## src/rtl/rmw_pkg.sv

```systemverilog
package rmw_pkg;

    typedef enum logic [2:0] {
        ST_IDLE  = 3'd0,
        ST_ADDR  = 3'd1,
        ST_CAPT  = 3'd2,
        ST_DRIVE = 3'd3,
        ST_WRITE = 3'd4
    } rmw_state_t;

endpackage

```

## src/rtl/rmw_fsm.sv

```systemverilog
module rmw_fsm
    import rmw_pkg::*;
(
    input  logic clk,
    input  logic rst_n,
    input  logic pix_valid,
    output logic pix_ready,
    output logic accept,
    output logic cap_en,
    output logic oe,
    output logic drive,
    output logic we,
    output logic busy
);

    rmw_state_t state_q;
    rmw_state_t state_d;

    // state register
    always_ff @(posedge clk) begin
        if (!rst_n) begin
            state_q <= ST_IDLE;
        end else begin
            state_q <= state_d;
        end
    end

    // next state and outputs
    always_comb begin
        state_d   = state_q;
        pix_ready = 1'b0;
        accept    = 1'b0;
        cap_en    = 1'b0;
        oe        = 1'b0;
        drive     = 1'b0;
        we        = 1'b0;
        busy      = 1'b1;
        unique case (state_q)
            ST_IDLE: begin
                busy      = 1'b0;
                pix_ready = 1'b1;
                if (pix_valid) begin
                    accept  = 1'b1;
                    state_d = ST_ADDR;
                end
            end
            ST_ADDR: begin
                oe      = 1'b1;
                state_d = ST_CAPT;
            end
            ST_CAPT: begin
                oe      = 1'b1;
                cap_en  = 1'b1;
                state_d = ST_DRIVE;
            end
            ST_DRIVE: begin
                drive   = 1'b1;
                state_d = ST_WRITE;
            end
            ST_WRITE: begin
                drive   = 1'b1;
                we      = 1'b1;
                state_d = ST_IDLE;
            end
            default: begin
                busy    = 1'b0;
                state_d = ST_IDLE;
            end
        endcase
    end

endmodule

```

## src/rtl/lane_decoder.sv

```systemverilog
module lane_decoder #(
    parameter int LANES = 4,
    localparam int SEL_W = (LANES > 1) ? $clog2(LANES) : 1
) (
    input  logic [SEL_W-1:0] sel,
    output logic [LANES-1:0] lane_oh
);

    always_comb begin
        lane_oh = '0;
        for (int l = 0; l < LANES; l++) begin
            if (sel == SEL_W'(l)) begin
                lane_oh[l] = 1'b1;
            end
        end
    end

endmodule

```

## src/rtl/bit_merge.sv

```systemverilog
module bit_merge #(
    parameter int NUM_SRAM = 8,
    parameter int LANES    = 4,
    localparam int WORD_W  = NUM_SRAM * LANES
) (
    input  logic [WORD_W-1:0]   rd_word,
    input  logic [NUM_SRAM-1:0] new_bits,
    input  logic [LANES-1:0]    lane_oh,
    output logic [WORD_W-1:0]   merged
);

    for (genvar k = 0; k < NUM_SRAM; k++) begin : g_sram
        for (genvar l = 0; l < LANES; l++) begin : g_lane
            assign merged[k*LANES + l] = lane_oh[l] ? new_bits[k] : rd_word[k*LANES + l];
        end
    end

    always_comb begin
        for (int k = 0; k < NUM_SRAM; k++) begin
            AST_ONE_BIT_PER_WORD: assert ($countones(merged[k*LANES +: LANES] ^ rd_word[k*LANES +: LANES]) <= 1);
        end
    end

endmodule

```

## src/rtl/pixbuf_rmw.sv

```systemverilog
module pixbuf_rmw #(
    parameter int NUM_SRAM = 8,
    parameter int LANES    = 4,
    parameter int ADDR_W   = 14,
    localparam int WORD_W  = NUM_SRAM * LANES,
    localparam int SEL_W   = (LANES > 1) ? $clog2(LANES) : 1
) (
    input  logic                clk,
    input  logic                rst_n,
    input  logic                pix_valid,
    output logic                pix_ready,
    input  logic [ADDR_W-1:0]   pix_addr,
    input  logic [NUM_SRAM-1:0] pix_bits,
    input  logic [SEL_W-1:0]    blk_grp,
    input  logic [WORD_W-1:0]   sram_rdata,
    output logic [ADDR_W-1:0]   sram_addr,
    output logic [WORD_W-1:0]   sram_wdata,
    output logic                sram_drive,
    output logic                sram_oe,
    output logic                sram_we,
    output logic                busy
);

    logic                accept;
    logic                cap_en;
    logic [ADDR_W-1:0]   addr_q;
    logic [NUM_SRAM-1:0] bits_q;
    logic [SEL_W-1:0]    grp_q;
    logic [WORD_W-1:0]   wdata_q;
    logic [LANES-1:0]    lane_oh;
    logic [WORD_W-1:0]   merged;

    rmw_fsm u_fsm (
        .clk       (clk),
        .rst_n     (rst_n),
        .pix_valid (pix_valid),
        .pix_ready (pix_ready),
        .accept    (accept),
        .cap_en    (cap_en),
        .oe        (sram_oe),
        .drive     (sram_drive),
        .we        (sram_we),
        .busy      (busy)
    );

    lane_decoder #(.LANES(LANES)) u_dec (
        .sel     (grp_q),
        .lane_oh (lane_oh)
    );

    bit_merge #(.NUM_SRAM(NUM_SRAM), .LANES(LANES)) u_merge (
        .rd_word  (sram_rdata),
        .new_bits (bits_q),
        .lane_oh  (lane_oh),
        .merged   (merged)
    );

    // request capture on accept
    always_ff @(posedge clk) begin
        if (!rst_n) begin
            addr_q <= '0;
            bits_q <= '0;
            grp_q  <= '0;
        end else if (accept) begin
            addr_q <= pix_addr;
            bits_q <= pix_bits;
            grp_q  <= blk_grp;
        end
    end

    // merged word registered before it reaches the bus
    always_ff @(posedge clk) begin
        if (!rst_n) begin
            wdata_q <= '0;
        end else if (cap_en) begin
            wdata_q <= merged;
        end
    end

    assign sram_addr  = addr_q;
    assign sram_wdata = wdata_q;

    AST_WE_NEEDS_DRIVE: assert property (@(posedge clk) disable iff (!rst_n)
        sram_we |-> (sram_drive && !sram_oe));
    AST_OE_DRIVE_EXCL: assert property (@(posedge clk) disable iff (!rst_n)
        !(sram_oe && sram_drive));
    AST_WDATA_STABLE: assert property (@(posedge clk) disable iff (!rst_n)
        (sram_drive && $past(sram_drive)) |-> $stable(sram_wdata));
    AST_NO_READY_BUSY: assert property (@(posedge clk) disable iff (!rst_n)
        busy |-> !pix_ready);
    AST_ADDR_HELD: assert property (@(posedge clk) disable iff (!rst_n)
        (busy && $past(busy)) |-> $stable(sram_addr));
    AST_WE_SINGLE: assert property (@(posedge clk) disable iff (!rst_n)
        sram_we |=> (!sram_we && !busy && pix_ready));
    AST_OE_TO_DRIVE: assert property (@(posedge clk) disable iff (!rst_n)
        (busy && $fell(sram_oe)) |-> (sram_drive && !sram_we));

endmodule

```

## config.mk

```make
export PLATFORM = sky130hd
export DESIGN_NAME = pixbuf_rmw
export DESIGN_NICKNAME = d
export VERILOG_FILES = /design/src/rtl/rmw_pkg.sv /design/src/rtl/rmw_fsm.sv /design/src/rtl/lane_decoder.sv /design/src/rtl/bit_merge.sv /design/src/rtl/pixbuf_rmw.sv
export SDC_FILE = /design/constraint.sdc
export NUM_CORES = 1
export LEC_CHECK = 0
export BUFFER_PORTS_ARGS = -buffer_cell sky130_fd_sc_hd__buf_2
export CAP_MARGIN = 25
export CORE_MARGIN = 2
export CORE_UTILIZATION = 44
export DETAILED_ROUTE_END_ITERATION = 12
export GPL_TIMING_DRIVEN = 0
export PLACE_DENSITY = 0.79
export SYNTH_ARGS = -nofsm -noshare
export SYNTH_HDL_FRONTEND = slang
export SYNTH_HIERARCHICAL = 1
export SYNTH_SLANG_ARGS = --single-unit
export TNS_END_PERCENT = 50
```

## constraint.sdc

```tcl
create_clock -name clk -period 1.23 [get_ports clk]
set_input_delay 0.369 -clock clk [delete_from_list [all_inputs] [get_ports clk]]
set_output_delay 0.369 -clock clk [all_outputs]
set_load 0.01 [all_outputs]
```

; Word level (Yosys, flattened, before mapping)
; Index checks and enable logic that the tools add are counted.
[totals]
output_inout_bits = 51
regBits = 59
input_bits = 59
wordCells = 64
[classes]
mux = 46
eq_ne = 8
reduce_logical = 5
[ops]
columns = cell, count
row1 = $mux W1, 44
row2 = $pmux W3 S4, 1
row3 = $eq A3 B2 Y1 const B, 2
row4 = $eq A2 B2 Y1 const B, 2
row5 = $reduce_or A2 Y1, 2
row6 = $reduce_or A4 Y1, 1
row7 = $eq A3 B1 Y1 const B, 1
row8 = $eq A3 B3 Y1 const B, 1
row9 = $logic_not A3 Y1, 1
row10 = $mux W3, 1
row11 = $eq A2 B1 Y1 const B, 1
row12 = $logic_not A2 Y1, 1
row13 = $ne A2 B2 Y1 const B, 1

; Longest topological paths before layout
[depth]
depth_word = 3
mapped_depth = 7
ltp_nobuf = 4

; Hierarchy
; The synthesis kept the hierarchy.
[modules_own_cells]
columns = module, cells_per_inst, area_each_um2, instances, seq_area_each_um2
row1 = pixbuf_rmw, 181, 2183.3, 1, 1121.1
row2 = bit_merge, 36, 525.5, 1, 0.0
row3 = rmw_fsm, 20, 198.9, 1, 60.1
row4 = lane_decoder, 4, 26.3, 1, 0.0

; Worst setup path after synthesis
; OpenSTA, ideal clock, no wires.
[synth_timing]
path_kind = flip-flop to flip-flop
startpoint = register u_fsm.state_q[0]
endpoint = register bits_q[0]
setup_ns = 0.116
path_stages_with_launch = 8
slack_ns = -0.194
synth_period_minus_slack_ns = 1.424
required_time_ns = 1.114
t_arrival_ns = 1.308
n_path_buf = 3
cell_sequence = dfxtp_1 > buf_6 > nor3_4 > and2_1 > buf_6 > buf_12 > mux2i_1 > nor2b_1
[synth_between]
elab_chain_len = 2
[synth_rtl]
columns = element, line_no
row1 = from (decl), rmw_fsm.sv:16  ; rmw_state_t state_q;
row2 = from (signal assigned), rmw_fsm.sv:24  ; state_q <= state_d;
row3 = $logic_not A3 Y1, rmw_fsm.sv:38  ; unique case (state_q)
row4 = $mux W1, rmw_fsm.sv:38
row5 = named net accept, pixbuf_rmw.sv:24  ; logic accept;
row6 = to (signal assigned), pixbuf_rmw.sv:66  ; bits_q <= pix_bits;
row7 = to (decl), pixbuf_rmw.sv:27  ; logic [NUM_SRAM-1:0] bits_q;
; The timed path passes the listed nets, and every way through them passes these cells.
; A chain may end at the register's enable or synchronous reset.

; Worst setup path in the final report
[layout_timing]
startpoint = register u_fsm.state_q[2]
endpoint = output busy
[layout_between]
elab_chain_len = 3
elab_cells_between_ends = 6
classes_between = eq/ne: 4 / mux: 1 / reduce/logical: 1
[layout_rtl]
columns = element, line_no
row1 = "$eq A3 B3 Y1, or another cell as far along", rmw_fsm.sv:38
row2 = $reduce_or A4 Y1 (no line) *, -
row3 = $mux W1 *, rmw_fsm.sv:38
row4 = to (decl), pixbuf_rmw.sv:21  ; output logic busy
; Mark *: on every way between the ends. The rest lies on a longest branch, timed or not.

==> flow_summary_export.csv <==
group,metric,value,unit
yosys,synth_seq_cells,59,
routing,drtPass1Iterations,4,
routing,drcViolationCount,0,
sta,hold_viol,0,
worst_setup_path,cp-startpoint,"u_fsm/state_q[2]",
cts,clkTransAtPathRegs,0.06,ns
pwr,power,5.055,mW
routing,vias,2143,
global_routing,grt_max_degree,11,
sta,clock_skew,0.005935,ns
yosys,syn_area_per_cell,12.17,µm²
routing,vias_per_cell,4.700,
worst_setup_path,worstPathMaxFanout,7,
routing,wl_per_cell,14.70,µm
finish,nets,435,
die,die_y,85.66,µm
sta,fin_crit_sh,129.2,%
sta,post-route-min-period,1.589,ns
cts,cts_made_buffers,9,
min_path,min-delay-start,"pix_bits[2]",
die,initial_utilization,45.94,%
die,die-area,0.007338,mm²
global_routing,antenna_found_initial,0,
pwr,power.density,1250,mW/mm²
die,die_x,85.66,µm
worst_setup_path,cp.arrival,1.22,ns
finish,nFillCells,513,
worst_setup_path,r2r_end,"sram_wdata[30]",
yosys,synthCells,241,
cts,cts_buffer_depth,2,
sta,rsz0062_at_grt,"true",
worst_setup_path,cpMaxStageDelayCell,"dfxtp_2",
status,violations,"negative setup slack",
finish,antennaDiodeCount,0,
worst_setup_path,rrSetupSlack,-0.30,ns
cts,clock_sinks,59,
cts,cts_tree,"yes",
worst_setup_path,reg2reg_depth,8,
placement,gp_congestion,0.7449,
yosys,ys_seq_area_share,40.26,%
worst_setup_path,crit_type,"reg -> out",
finish,area_delta_synth_final,37.87,%
pwr,ir_worst_vdd,870.0,µV
die,num_io_pins,110,
placement,numPortBuffers,109,
worst_setup_path,end_kind,"output pin",
sta,max_freq,629.4,MHz
worst_setup_path,cp_cell_sequence,"buf_6, buf_4, o21a_1, nor2_1, buf_2",
min_path,hp-class,"in -> reg",
sta,tightest_slew,0.3714,ns
placement,post-dp-hpwl,4581,µm
worst_setup_path,required,0.86,ns
routing,ant_nets,0,
die,core-area,0.006386,mm²
pwr,p_leak,1.873,nW
yosys,synth_area,0.002934,mm²
sta,finalSetupViolations,61,
global_routing,grt_pass1_wl,10080,µm
routing,totalWireLength,6702,µm
placement,placed_cells,427,
job,drv_cap,0,
sta,slew_viol_final,0,
status,status,"complete, but fails checks",
worst_setup_path,crit_buf_inv,3,
worst_setup_path,startpoint_type,"register",
worst_setup_path,critical-path-max-stage-delay,0.31,ns
sta,slew_headroom,75.24,%
sta,hold_ws,0.2895,ns
global_routing,gr-total-overflow,0,
yosys,synth_warnings,6,
min_path,hold_path_depth,3,
cts,htree_levels,3,
min_path,hold_end,"bits_q[2]",
cts,cts-root-buf,"clkbuf_8",
global_routing,grt_use_total,17.95,%
global_routing,grt_pass1_vias,2120,
cts,clkLatencyLatePin,0.34,ns
yosys,ys_types,24,
finish,drive_above_1_share,53.83,%
sta,worst_slack,-0.3589,ns
finish,final_util,63.34,%
worst_setup_path,crit_family,"buffers and inverters",
routing,drt-initial-drc-count,23,
finish,fin_cells,456,
die,rows,29,
worst_setup_path,timing.rr.start,"u_fsm/state_q[2]",
yosys,synth_nets,300,
[layout make-up]
type	instances	area, µm²	area share (%)
plain buffers	17	196.4	4.856
clock buffers	11	151.4	3.743
clock inverters	3	15.01	0.3712
multi-input cells	162	1568	38.76
flip-flops and latches	59	1192	29.48
well taps	77	96.34	2.382
repair buffers	127	825.8	20.41
[placed cells by master, fill, tap and decap left out, types with 2 or more instances in the layout]
| cell | instances |
|---|---|
| buf_16 | 2 |
| nor2b_1 | 56 |
| nor2_1 | 3 |
| buf_6 | 12 |
| dfxtp_2 | 3 |
| clkbuf_8 | 11 |
| buf_12 | 7 |
| buf_4 | 7 |
| dfxtp_1 | 54 |
| clkinv_2 | 3 |
| clkbuf_16 | 3 |
| mux2_4 | 32 |
| buf_2 | 111 |
| dfxtp_4 | 2 |
| nor3b_4 | 2 |
| mux2i_1 | 56 |
[synth_stat cells]
library cell / n / area share (%)
and2_1: 1 / 0.21
clkbuf_1: 1 / 0.13
nor3b_1: 1 / 0.26
nor3_4: 1 / 0.55
nor2b_1: 57 / 12
buf_12: 5 / 3.4
o21a_1: 1 / 0.26
xnor2_1: 1 / 0.30
nor3_1: 1 / 0.17
and2_2: 1 / 0.26
nand2b_1: 1 / 0.21
mux2_4: 32 / 16
buf_4: 2 / 0.51
clkbuf_2: 1 / 0.17
and2b_2: 1 / 0.30
o21ai_0: 1 / 0.17
nor3b_2: 2 / 0.85
mux2i_1: 56 / 19
nor2_1: 3 / 0.38
buf_6: 7 / 2.7
buf_2: 4 / 0.68
and4b_1: 1 / 0.34
nand3b_1: 1 / 0.26
dfxtp_1: 59 / 40
[registers in the layout, indices dropped and copies added (netlist names)]
| signal | count |
|---|---|
| u_fsm/state_q | 3 |
| bits_q | 8 |
| sram_addr | 14 |
| grp_q | 2 |
| sram_wdata | 32 |
[per-layer routing]
layer / track usage (%) / vias to the layer above / part of all wire, %
li1: - / 1085 / -
met1: 20.91 / 973 / 43
met2: 29.83 / 75 / 48
met3: 6.064 / 10 / 7.3
met4: 8.225 / 0 / 1.7
met5: 0 / - / 0
[repair_timing]
item	in CTS	in global routing
gates resized for setup	3	17
setup buffers	6	8
gates cloned	2	3
endpoints found under the setup margin	61	62
pin swaps	1	4
hold buffers	0	0
[metrics by stage]
| stage | setup slack (ns) | TNS (ns) | area (µm²) |
|---|---|---|---|
| after floorplan | -0.1927 | -4.390 | 2950 |
| after global placement | -0.1964 | -6.399 | 3592 |
| after detailed placement | -0.2671 | -8.236 | 3592 |
| after CTS | -0.3409 | -14.58 | 3881 |
| after global routing | -0.4125 | -16.46 | 4045 |
| final | -0.3589 | -12.25 | 4045 |
[worst max path at each step]
stage	endpoint	slack, ns	cells after the start
2_1_floorplan	bits_q[0]	-0.19	7
6_report	busy	-0.36	5
3_3_place_gp	sram_addr[4]	-0.20	7
3_5_place_dp	sram_addr[7]	-0.27	7
4_1_cts	busy	-0.34	4
5_1_grt	sram_drive	-0.41	4
[worst reg2reg max path, stage by stage, from the launching register on]
cell and delay [ns]:
dfxtp_2 0.31, buf_6 0.12, buf_6 0.12, nor3b_4 0.17, buf_6 0.19, buf_4 0.14
buf_12 0.11, mux2i_1 0.20, nor2b_1 0.07
[logic make-up (layout without fill, tap and decap cells)]
logic type,count (synthesis),count (layout),synth area share (%)
XOR/XNOR,1,1,0.2986
AND/OR/NAND/NOR,71,71,15.95
buffers and inverters,20,158,7.590
multiplexers,88,88,35.48
flip-flops,59,59,40.26
AO/OA/AOI/OAI,2,2,0.4264
[where the power goes]
group	internal (mW)	switching [mW]
clock	0.807	0.730
combinational	0.831	0.522
sequential	2.05	0.112
total	3.69	1.36
Note: power is estimated with default switching activity, not from simulation.
